## src/rtl/rlm_pkg.sv

```systemverilog
package rlm_pkg;
  typedef enum logic {RLM_IDLE, RLM_STREAM} rlmState_t;

  typedef struct packed {
    logic load;
    logic advance;
    logic lastBeat;
  } ctrlStrobe_t;
endpackage

```

## src/rtl/rlm_ctrl.sv

```systemverilog
module rlm_ctrl
  import rlm_pkg::*;
#(
  parameter int COLS = 8,
  localparam int CW = (COLS > 1) ? $clog2(COLS) : 1
) (
  input  logic          clk,
  input  logic          rst_n,
  input  logic          rowStart,
  output ctrlStrobe_t   strobe,
  output logic          streaming,
  output logic [CW-1:0] colIdx
);
  localparam logic [CW-1:0] LAST_COL = CW'(COLS - 1);

  rlmState_t state;

  always_comb begin
    streaming       = (state == RLM_STREAM);
    strobe.load     = rowStart && (state == RLM_IDLE);
    strobe.advance  = streaming;
    strobe.lastBeat = streaming && (colIdx == LAST_COL);
  end

  always_ff @(posedge clk) begin
    if (!rst_n) begin
      state  <= RLM_IDLE;
      colIdx <= '0;
    end else if (strobe.load) begin
      state  <= RLM_STREAM;
      colIdx <= '0;
    end else if (strobe.lastBeat) begin
      state  <= RLM_IDLE;
      colIdx <= '0;
    end else if (strobe.advance) begin
      colIdx <= colIdx + CW'(1);
    end
  end

  assert_start_opens_R2: assert property (@(posedge clk) disable iff (!rst_n)
    strobe.load |=> streaming && colIdx == '0);
  assert_last_closes_R2: assert property (@(posedge clk) disable iff (!rst_n)
    strobe.lastBeat |=> !streaming);
  assert_busy_start_ignored_R9: assert property (@(posedge clk) disable iff (!rst_n)
    streaming && rowStart && !strobe.lastBeat |=> streaming && colIdx == CW'($past(colIdx) + CW'(1)));
endmodule

```

## src/rtl/rlm_datapath.sv

```systemverilog
module rlm_datapath
  import rlm_pkg::*;
#(
  parameter int ROWS = 4,
  parameter int COLS = 8,
  parameter int SPARE_COLS = 2,
  localparam int CW = (COLS > 1) ? $clog2(COLS) : 1,
  localparam int RW = (ROWS > 1) ? $clog2(ROWS) : 1,
  localparam int DIAGS = ROWS + COLS - 1,
  localparam int DW = (DIAGS > 1) ? $clog2(DIAGS) : 1,
  localparam int LW = $clog2(COLS + 1)
) (
  input  logic             clk,
  input  logic             rst_n,
  input  ctrlStrobe_t      strobe,
  input  logic [CW-1:0]    colIdx,
  input  logic [RW-1:0]    rowSel,
  input  logic [COLS-1:0]  faultRow,
  input  logic [DIAGS-1:0] diagDel,
  output logic [LW-1:0]    cellLogIdx,
  output logic [1:0]       cellSwitch,
  output logic             rowShort
);
  localparam logic [LW-1:0] TARGET = LW'(COLS - SPARE_COLS);

  logic [RW-1:0]    rowReg;
  logic [COLS-1:0]  faultReg;
  logic [DIAGS-1:0] delReg;
  logic [LW-1:0]    rankReg;
  logic [COLS-1:0]  survVec;
  logic [COLS-1:0]  survRight;
  logic [LW-1:0]    survTotal;
  logic             curSurv, keepCur, keepNext;
  logic [LW-1:0]    rankNext;

  for (genvar c = 0; c < COLS; c++) begin : g_cell
    localparam int BASE = c + ROWS - 1;
    logic [DW-1:0] diagIdx;
    assign diagIdx    = DW'(BASE) - DW'(rowReg);
    assign survVec[c] = !faultReg[c] && !delReg[diagIdx];
  end

  assign survRight = {1'b1, survVec[COLS-1:1]};

  always_comb begin
    survTotal = '0;
    for (int c = 0; c < COLS; c++) survTotal = survTotal + LW'(survVec[c]);
  end

  always_comb begin
    curSurv  = survVec[colIdx];
    rankNext = rankReg + LW'(curSurv);
    keepCur  = curSurv && (rankReg < TARGET);
    keepNext = strobe.lastBeat || (survRight[colIdx] && (rankNext < TARGET));
    if (strobe.advance) begin
      cellLogIdx = keepCur ? rankReg + LW'(1) : '0;
      cellSwitch = {!keepCur, !keepNext};
    end else begin
      cellLogIdx = '0;
      cellSwitch = 2'b00;
    end
    rowShort = strobe.lastBeat && (survTotal < TARGET);
  end

  always_ff @(posedge clk) begin
    if (!rst_n) begin
      rowReg   <= '0;
      faultReg <= '0;
      delReg   <= '0;
      rankReg  <= '0;
    end else if (strobe.load) begin
      rowReg   <= rowSel;
      faultReg <= faultRow;
      delReg   <= diagDel;
      rankReg  <= '0;
    end else if (strobe.advance) begin
      rankReg  <= rankNext;
    end
  end

  assert_mapped_code_R7: assert property (@(posedge clk) disable iff (!rst_n)
    strobe.advance && cellLogIdx != '0 |-> !cellSwitch[1]);
  assert_neighbour_code_R7: assert property (@(posedge clk) disable iff (!rst_n)
    strobe.advance && $past(strobe.advance) && !$past(strobe.lastBeat)
      |-> $past(cellSwitch[0]) == (cellLogIdx == '0));
  assert_index_step_R5: assert property (@(posedge clk) disable iff (!rst_n)
    strobe.advance && $past(strobe.advance) && !$past(strobe.lastBeat)
      && cellLogIdx != '0 && $past(cellLogIdx) != '0
      |-> cellLogIdx == LW'($past(cellLogIdx) + LW'(1)));
  assert_index_bound_R6: assert property (@(posedge clk) disable iff (!rst_n)
    cellLogIdx <= TARGET);
  assert_short_on_last_R8: assert property (@(posedge clk) disable iff (!rst_n)
    rowShort |-> strobe.lastBeat);
endmodule

```

## src/rtl/rlm_row_mapper.sv

```systemverilog
module rlm_row_mapper
  import rlm_pkg::*;
#(
  parameter int ROWS = 4,
  parameter int COLS = 8,
  parameter int SPARE_COLS = 2,
  localparam int CW = (COLS > 1) ? $clog2(COLS) : 1,
  localparam int RW = (ROWS > 1) ? $clog2(ROWS) : 1,
  localparam int DIAGS = ROWS + COLS - 1,
  localparam int LW = $clog2(COLS + 1)
) (
  input  logic             clk,
  input  logic             rst_n,
  input  logic             rowStart,
  input  logic [RW-1:0]    rowSel,
  input  logic [COLS-1:0]  faultRow,
  input  logic [DIAGS-1:0] diagDel,
  output logic             busy,
  output logic             cellValid,
  output logic [CW-1:0]    cellCol,
  output logic [LW-1:0]    cellLogIdx,
  output logic [1:0]       cellSwitch,
  output logic             cellLast,
  output logic             rowShort
);
  ctrlStrobe_t strobe;
  logic        streaming;
  logic [CW-1:0] colIdx;

  rlm_ctrl #(.COLS(COLS)) u_ctrl (
    .clk(clk), .rst_n(rst_n), .rowStart(rowStart),
    .strobe(strobe), .streaming(streaming), .colIdx(colIdx)
  );

  rlm_datapath #(.ROWS(ROWS), .COLS(COLS), .SPARE_COLS(SPARE_COLS)) u_datapath (
    .clk(clk), .rst_n(rst_n), .strobe(strobe), .colIdx(colIdx),
    .rowSel(rowSel), .faultRow(faultRow), .diagDel(diagDel),
    .cellLogIdx(cellLogIdx), .cellSwitch(cellSwitch), .rowShort(rowShort)
  );

  assign busy      = streaming;
  assign cellValid = streaming;
  assign cellCol   = colIdx;
  assign cellLast  = strobe.lastBeat;
endmodule

```

## config.mk

```make
export PLATFORM = sky130hd
export DESIGN_NAME = rlm_row_mapper
export DESIGN_NICKNAME = d
export VERILOG_FILES = /design/src/rtl/rlm_pkg.sv /design/src/rtl/rlm_ctrl.sv /design/src/rtl/rlm_datapath.sv /design/src/rtl/rlm_row_mapper.sv
export SDC_FILE = /design/constraint.sdc
export NUM_CORES = 1
export LEC_CHECK = 0
export ABC_AREA = 1
export BUFFER_PORTS_ARGS = -buffer_cell sky130_fd_sc_hd__buf_2
export CAP_MARGIN = 20
export CORE_ASPECT_RATIO = 0.5
export CORE_MARGIN = 2
export CORE_UTILIZATION = 40
export DETAILED_ROUTE_END_ITERATION = 8
export GPL_TIMING_DRIVEN = 0
export PLACE_DENSITY = 0.61
export SLEW_MARGIN = 20
export SYNTH_ARGS = -nofsm -noshare
export SYNTH_HDL_FRONTEND = slang
export SYNTH_SLANG_ARGS = --single-unit
```

## constraint.sdc

```tcl
create_clock -name clk -period 5.2 [get_ports clk]
set_clock_uncertainty 0.05 [all_clocks]
set_input_delay 0.52 -clock clk [delete_from_list [all_inputs] [get_ports clk]]
set_output_delay 0.52 -clock clk [all_outputs]
set_load 0.01 [all_outputs]
```

# [After elaboration in Yosys (flattened, before gate mapping)]
# Index checks and enable logic that the tools add are counted.
# W data, S select, Z words.
[word_totals] out_inout_bits=13 elab_cells=99 register_bits=29 input_bits=24
[op_classes] n_addsub=18 n_mux=25 n_lt_le_gt_ge=12 n_eq_ne=1 bitwise=2 n_reduce_logical=35
[op_table] cell="$lt A4 B5 Y1 const B" count=8
[op_table] cell="$bmux W1 S4" count=8
[op_table] cell="$add A4 B1 Y4" count=7
[op_table] cell="$logic_not A1 Y1" count=18
[op_table] cell="$sub A3 B2 Y4 const A" count=4
[op_table] cell="$logic_and A1 B1 Y1" count=13
[op_table] cell="$lt A4 B3 Y1 const B" count=3
[op_table] cell="$mux W1" count=12
[op_table] cell="$sub A4 B2 Y4 const A" count=3
[op_table] cell="$mux W4" count=2
[op_table] cell="$bmux W1 S3" count=2
[op_table] cell="$add A4 B1 Y4 const B" count=1
[op_table] cell="$lt A3 B4 Y1 const B" count=1
[op_table] cell="$add A3 B1 Y3 const B" count=1
[op_table] cell="$eq A3 B3 Y1 const B" count=1
[op_table] cell="$reduce_or A3 Y1" count=1
[op_table] cell="$sub A2 B2 Y3 const A" count=1
[op_table] cell="$add A1 B1 Y2" count=1
[op_table] cell="$mux W2" count=1
[op_table] cell="$not A1 Y1" count=2
[op_table] cell="$reduce_bool A2 Y1" count=1
[op_table] cell="$reduce_or A2 Y1" count=1
[op_table] cell="$logic_or A1 B1 Y1" count=1

# [Logic depth before layout (Yosys ltp)]
# Gate-level depths: netlist of the first run.
[logic_depth] ltp_word=14 mapped_depth=21 ltp_nobuf=20

# [Cells and area by module]
# A second synthesis of the first run with hierarchy kept.
[unflattened] hier_cells=297 hier_area_um2=1963.1
[modules_own_cells] module="rlm_datapath" area_per_inst_um2=1722.9 cells_each=262 instances=1
[modules_own_cells] module="rlm_ctrl" area_per_inst_um2=232.7 cells_each=34 instances=1
[modules_own_cells] module="rlm_row_mapper" area_per_inst_um2=7.5 cells_each=1 instances=1

# [Worst setup path after synthesis of the first run]
# No wires, ideal clock.
[synth_path] path_kind="register to output" startpoint="reg u_datapath.rowReg[0]" endpoint="out rowShort" path_stages_with_launch=22 path_buffers=1 path_slack_ps=811 arrival_time_ps=3819 cell_sequence="dfxtp_1 -> inv_2 -> buf_6 -> ha_1 -> inv_1 -> nand3_1 -> nand3_1 -> nand2_1 -> nor2_1 -> ha_1 -> inv_1 -> fa_1 -> fa_1 -> inv_1 -> ha_1 -> nand4_1 -> nand2_1 -> inv_1 -> fa_1 -> xor2_1 -> o21ai_0 -> nor2_1"
[synth_between] elab_chain_cells=14 word_cells_on_any_way=49 cone_classes="add/sub: 15; order compare: 1; mux: 16; reduce/logical: 17"
[synth_lines] item="from (decl)" line="rlm_datapath.sv:26" source="logic [RW-1:0] rowReg;"
[synth_lines] item="from (signal assigned)" line="rlm_datapath.sv:72" source="rowReg <= rowSel;"
[synth_lines] item="$sub A3 B2 Y4 / $sub A2 B2 Y3 (equally long branches)" line="rlm_datapath.sv:39" source="assign diagIdx = DW'(BASE) - DW'(rowReg);"
[synth_lines] item="$bmux W1 S4" line="rlm_datapath.sv:40" source="assign survVec[c] = !faultReg[c] && !delReg[diagIdx];"
[synth_lines] item="$mux W1 (implied by the code)" line="rlm_datapath.sv:40"
[synth_lines] item="$logic_not A1 Y1" line="rlm_datapath.sv:40"
[synth_lines] item="$logic_and A1 B1 Y1" line="rlm_datapath.sv:40"
[synth_lines] item="$add A1 B1 Y2" line="rlm_datapath.sv:47" source="for (int c = 0; c < COLS; c++) survTotal = survTotal + LW'(survVec[c]);"
[synth_lines] item="$add A4 B1 Y4 (5 in series)" line="rlm_datapath.sv:47"
[synth_lines] item="$add A4 B1 Y4 (*)" line="rlm_datapath.sv:47"
[synth_lines] item="$lt A4 B3 Y1 (*)" line="rlm_datapath.sv:62" source="rowShort = strobe.lastBeat && (survTotal < TARGET);"
[synth_lines] item="$logic_and A1 B1 Y1 (*)" line="rlm_datapath.sv:62"
[synth_lines] item="to (decl)" line="rlm_row_mapper.sv:24" source="output logic rowShort"
# Every way passes the cells marked *; elsewhere a longest branch is shown, timed or not. The select of a mux whose other input is x is not followed.

# [Final worst setup path of the first run]
[layout_path] startpoint="reg u_datapath.rowReg[1]" endpoint="out rowShort"
# Same word-level chain as after synthesis.

==> results.yml, run 1 <==
synth:
  yosysMostFrequentCell: "nand2_1"
  synth_cell_types: 27
  synth_commonest_cells: "nand2_1 (46), inv_1 (32), dfxtp_1 (29)"
  async_flop_share: 0
  synthCells: 282
  syn_area_um2: 1950
  synth_nets: 320
  synth_top_cell_by_area: "dfxtp_1"
  avgSynthCellArea_um2: 6.91
  yosys_register_bits: 29
  yosysWarnings: 0
  synth_edf_count: 0
  synth_top_area_share: 0.298
  synth.area.top_cells: "dfxtp_1 (30%), nand2_1 (8.9%), a21oi_1 (7.2%), ha_1 (7.1%), nand3_1 (6.9%)"
  synth-main-ff-cell: "dfxtp_1"
  ys_seq_area_frac: 0.298
critical_path:
  required_ns: 4.63
  start_kind: "flip-flop"
  timing.rr.start: "u_datapath.rowReg[1]$_SDFFE_PN0P_"
  critPathMaxFanout: 7
  cp-end-kind: "output port"
  startpoint: "u_datapath.rowReg[1]$_SDFFE_PN0P_"
  critPathArrivalTime_ns: 4.38
  criticalPathCategory: "flip-flop to output port"
pwr:
  peakVddDrop_mv: 0.138
  p_per_area_nw_per_um2: 331
  p_leak_nw: 1.13
  total_power_w: 0.000773
drt:
  viasPerCell: 4.96
  ant_nets: 0
  routed_wl_um: 4860
  wl_per_cell_um: 12.4
  drt-initial-drc-count: 113
  vias: 1938
  firstDrtPassIters: 4
  route.detailed.drc: 0
run_status:
  outcome: "finished clean"
grt:
  grt_pass1_wl_um: 7820
  grt_max_degree: 11
  antenna_found_initial: 0
  grt_pass1_vias: 1683
  grt-ovfl-total: 0
  track_usage: 0.194
timing:
  fin_tns_setup_ns: 0
  fmax_mhz: 202
  final-setup-viol-count: 0
  fin_crit_ns: 4.95
  hold_viol: 0
  post-route-period-util: 0.951
  fin_hold_ws_ns: 0.431
  slew_violations: 0
  rsz0062_at_grt: "false"
clocking:
  clkTransAtPathRegs_ns: 0.07
  clockBufferDepth: 2
  cts_tree: "yes"
  h-tree-depth: 2
  clock_latency_ns: 0.28
  cts_root_buf: "clkbuf_8"
  postCtsSetupRepairBufs: 0
  numCtsBuffers: 5
  cts_hold_buf: 0
  clkSinkCount: 29
floorplanning:
  pin_count: 37
  core_um2: 4530
  die_area_um2: 5480
  row_count: 17
  dieHeight_um: 53.3
  die_w_um: 103
  start_util: 0.430
layout:
  diodes: 0
  layout.nets: 362
  regArea_um2: 581
  drive_gt1_frac: 0.225
  finish.utilization: 0.515
  n_fill_cell: 470
  finalNonFillerCells: 391
  area_growth_pct: 19.8
  multi_input_area_um2: 1180
place:
  gp_congestion: 0.874
  port_buffers: 35
  hpwl_um: 3890
  dpl.cell_count: 383
worst_hold_path:
  hp-class: "flip-flop to flip-flop"
  min_from: "u_datapath.delReg[8]$_SDFFE_PN0P_"
job:
  cap_violations: 0
## final timing paths
check / endpoint / slack [ns] / cells after the start
hold reg to reg: u_datapath.delReg[8]$_SDFFE_PN0P_ / 0.43 / 2
setup / recovery: rowShort / 0.25 / 21
hold / removal: u_datapath.delReg[8]$_SDFFE_PN0P_ / 0.43 / 2
setup reg to reg: u_datapath.rankReg[3]$_SDFFE_PP0P_ / 2.74 / 14
## where the power goes
part | switching [W] | internal [W] | total (W)
clock | 0.0000879 | 0.000156 | 0.000244
combinational | 0.000168 | 0.000111 | 0.000279
sequential | 0.0000116 | 0.000238 | 0.000250
## what timing repair did
item	4_1_cts	5_1_grt
setup endpoints to repair	1	1
hold endpoints to repair	0	0
gates resized for setup	1	2
## layer usage
layer / track usage / up-vias / wire (um)
li1: - / 1008 / -
met1: 0.263 / 886 / 2470
met2: 0.309 / 39 / 2080
met3: 0.0515 / 5 / 273
met4: 0.0467 / 0 / 40
met5: 0 / - / 0
## critical path: stages (launching register included)
cell and delay (ns):
dfxtp_1 0.45, inv_2 0.13, ha_4 0.29, inv_2 0.12
nand3_1 0.10, nand3_1 0.14, nand2_1 0.07, nor2_1 0.11
ha_1 0.24, inv_1 0.08, fa_1 0.43, fa_1 0.49
inv_1 0.04, ha_1 0.26, nand4_1 0.09, nand2_1 0.12
inv_1 0.06, fa_1 0.38, xor2_1 0.15, o21ai_0 0.14
nor2_1 0.06, buf_2 0.13
## cells in the final DEF (no fill, tap or decap), types with 2 or more instances in the layout
cell type,n
clkbuf_8,6
inv_2,5
dfxtp_1,29
buf_1,2
a21oi_1,28
nand2_2,3
nand3_1,27
ha_1,10
fa_1,3
nand2_4,2
buf_4,3
nand2_1,46
xor2_1,2
o21ai_0,25
inv_1,31
nor2_2,3
nor2_1,28
nand4_1,11
buf_2,36
clkbuf_1,6
nand3_2,10
## metrics by stage
step / setup slack [ns] / instance area (um^2)
floorplan: 0.811 / 1950
global placement: 0.409 / 2210
detailed placement: 0.316 / 2210
CTS: 0.0724 / 2320
global route: 0.00736 / 2330
finish: 0.255 / 2330
## final cells by class
class                      count  share of cell area
sequential                    29               0.249
clock inverter                 1              0.0129
clock buffer                   7              0.0370
multi-input combinational    205               0.505
buffer                        12              0.0279
tap                           66              0.0354
inverter                      36              0.0579
timing repair buffer          35              0.0750
## cells by family after synthesis
group           share of synthesized area
buf+inv                             0.103
xor+xnor                           0.0135
fa+ha+maj                           0.101
other cells                       0.00192
simple gates                        0.342
flops                               0.298
compound gates                      0.140
## registers in the layout, indices dropped and copies added (netlist names)
signal	count
u_ctrl.streaming	1
u_datapath.delReg	11
u_ctrl.colIdx	3
u_datapath.faultReg	8
u_datapath.rankReg	4
u_datapath.rowReg	2
(Power assumes the default switching activity.)
==> run 2, diff against run 1 <==
==> constraint.sdc (replaced) <==
create_clock -name clk -period 5.2 [get_ports clk]
set_clock_uncertainty 0.05 [all_clocks]
set_input_delay 0.26 -clock clk [delete_from_list [all_inputs] [get_ports clk]]
set_output_delay 0.26 -clock clk [all_outputs]
set_load 0.01 [all_outputs]
==> run 2 against run 1 <==
Final area down 0.54%. First-iteration DRC count shrank 5.3%. Critical endpoint unchanged. Largest power group unchanged. Final cell count unchanged.
==> results.yml, run 2 (same netlist as run 1, synthesis figures left out) <==
layout:
  multi_input_area_um2: 1170
  design_area_um2: 2320
  regArea_um2: 581
  layout.nets: 362
  layout_common_cells: "nand2_1 (46), buf_2 (36), inv_1 (32)"
  diodes: 0
  layout_commonest_cell: "nand2_1"
  drive_gt1_frac: 0.218
  n_fill_cell: 470
  reg.largest.list: "u_datapath.delReg: 11 flops, u_datapath.faultReg: 8 flops, u_datapath.rankReg: 4 flops"
  area_growth_pct: 19.2
  top_register: "u_datapath.delReg"
  finish.utilization: 0.513
  largest_reg_flops: 11
drt:
  wl_per_cell_um: 12.5
  route.detailed.drc: 0
  ant_nets: 0
  drt-initial-drc-count: 107
  viasPerCell: 4.98
  routed_wl_um: 4880
  firstDrtPassIters: 4
  vias: 1947
clocking:
  cts.repair.resized: 0
  h-tree-depth: 2
  cts_root_buf: "clkbuf_8"
  cts_hold_buf: 0
  cts_tree: "yes"
  clockBufferDepth: 2
  clkSinkCount: 29
  postCtsSetupRepairBufs: 0
  clkTransAtPathRegs_ns: 0.06
  clock_latency_ns: 0.28
  numCtsBuffers: 5
pwr:
  total_power_w: 0.000771
  p_leak_nw: 1.13
  peakVddDrop_mv: 0.138
  p_per_area_nw_per_um2: 332
floorplanning:
  die_w_um: 103
  start_util: 0.430
  core_um2: 4530
  row_count: 17
  pin_count: 37
  die_area_um2: 5480
  dieHeight_um: 53.3
place:
  dpl_cell_area_um2: 2210
  port_buffers: 35
  hpwl_um: 3890
  gp_congestion: 0.874
timing:
  hold_viol: 0
  slew_violations: 0
  fin_tns_setup_ns: 0
  rsz0062_at_grt: "false"
  post-route-period-util: 0.946
  final-setup-viol-count: 0
  fin_crit_ns: 4.92
  fmax_mhz: 203
critical_path:
  start_kind: "flip-flop"
  critPathMaxFanout: 7
  criticalPathCategory: "flip-flop to output port"
  critPathArrivalTime_ns: 4.61
  cp-end-kind: "output port"
  required_ns: 4.89
worst_hold_path:
  hp-class: "input pin to flip-flop"
grt:
  grt_max_degree: 11
  antenna_found_initial: 0
  grt_pass1_vias: 1683
  track_usage: 0.194
  grt-ovfl-total: 0
  grt_pass1_wl_um: 7820
job:
  cap_violations: 0
run_status:
  outcome: "finished clean"
-- run 2: cell counts in the layout (fill, tap and decap cells not counted) --
No cell type changed its count.
-- run 2: worst paths after layout --
kind	slack, ns	end	cells after the start	from
worst min-delay path	0.18	u_datapath.delReg[1]$_SDFFE_PN0P_	3	diagDel[1]
worst min register to register	0.43	u_datapath.delReg[8]$_SDFFE_PN0P_	2	u_datapath.delReg[8]$_SDFFE_PN0P_
worst max register to register	2.50	u_datapath.rankReg[3]$_SDFFE_PP0P_	14	u_datapath.rowReg[1]$_SDFFE_PN0P_
worst max-delay path	0.28	rowShort	21	u_datapath.rowReg[1]$_SDFFE_PN0P_
-- run 2: where the power goes --
part | internal, W | switching, W
Sequential | 0.000238 | 0.0000116
Combinational | 0.000109 | 0.000167
Clock | 0.000156 | 0.0000885
Total | 0.000503 | 0.000267
-- run 2: metrics by stage --
stage,cells,hold WS [ns],setup slack [ns]
finish,391,0.178,0.278
global route,391,0.200,0.000537
CTS,391,0.181,0.257
detailed placement,383,0.415,0.576
global placement,383,0.414,0.669
floorplan,282,0.342,1.07
-- run 2: final cells by class --
| type | count | share of cell area |
|---|---|---|
| repair buffers | 35 | 0.0754 |
| clock buffers | 7 | 0.0372 |
| inverters | 36 | 0.0582 |
| clock inverters | 1 | 0.0129 |
| flip-flops and latches | 29 | 0.250 |
| plain buffers | 12 | 0.0280 |
| multi-input cells | 205 | 0.503 |
| well taps | 66 | 0.0356 |
-- run 2: per-layer routing --
layer,up-vias,wire length (um),GRT usage,part of all wire
met2,30,2090,0.309,0.43
met1,902,2520,0.263,0.52
li1,1010,-,-,-
met5,-,0,0,0
met3,5,221,0.0515,0.045
met4,0,40,0.0467,0.0082
-- run 2: critical path, cell delays in order (launching register included) --
cell     delay, ns
dfxtp_1       0.46
inv_2         0.12
ha_1          0.41
inv_1         0.23
nand3_1       0.11
nand3_1       0.15
nand2_1       0.07
nor2_1        0.11
ha_1          0.24
inv_1         0.08
fa_1          0.43
fa_1          0.49
inv_1         0.04
ha_1          0.26
nand4_1       0.09
nand2_1       0.12
inv_1         0.06
fa_1          0.38
xor2_1        0.15
o21ai_0       0.14
nor2_1        0.06
buf_2         0.13
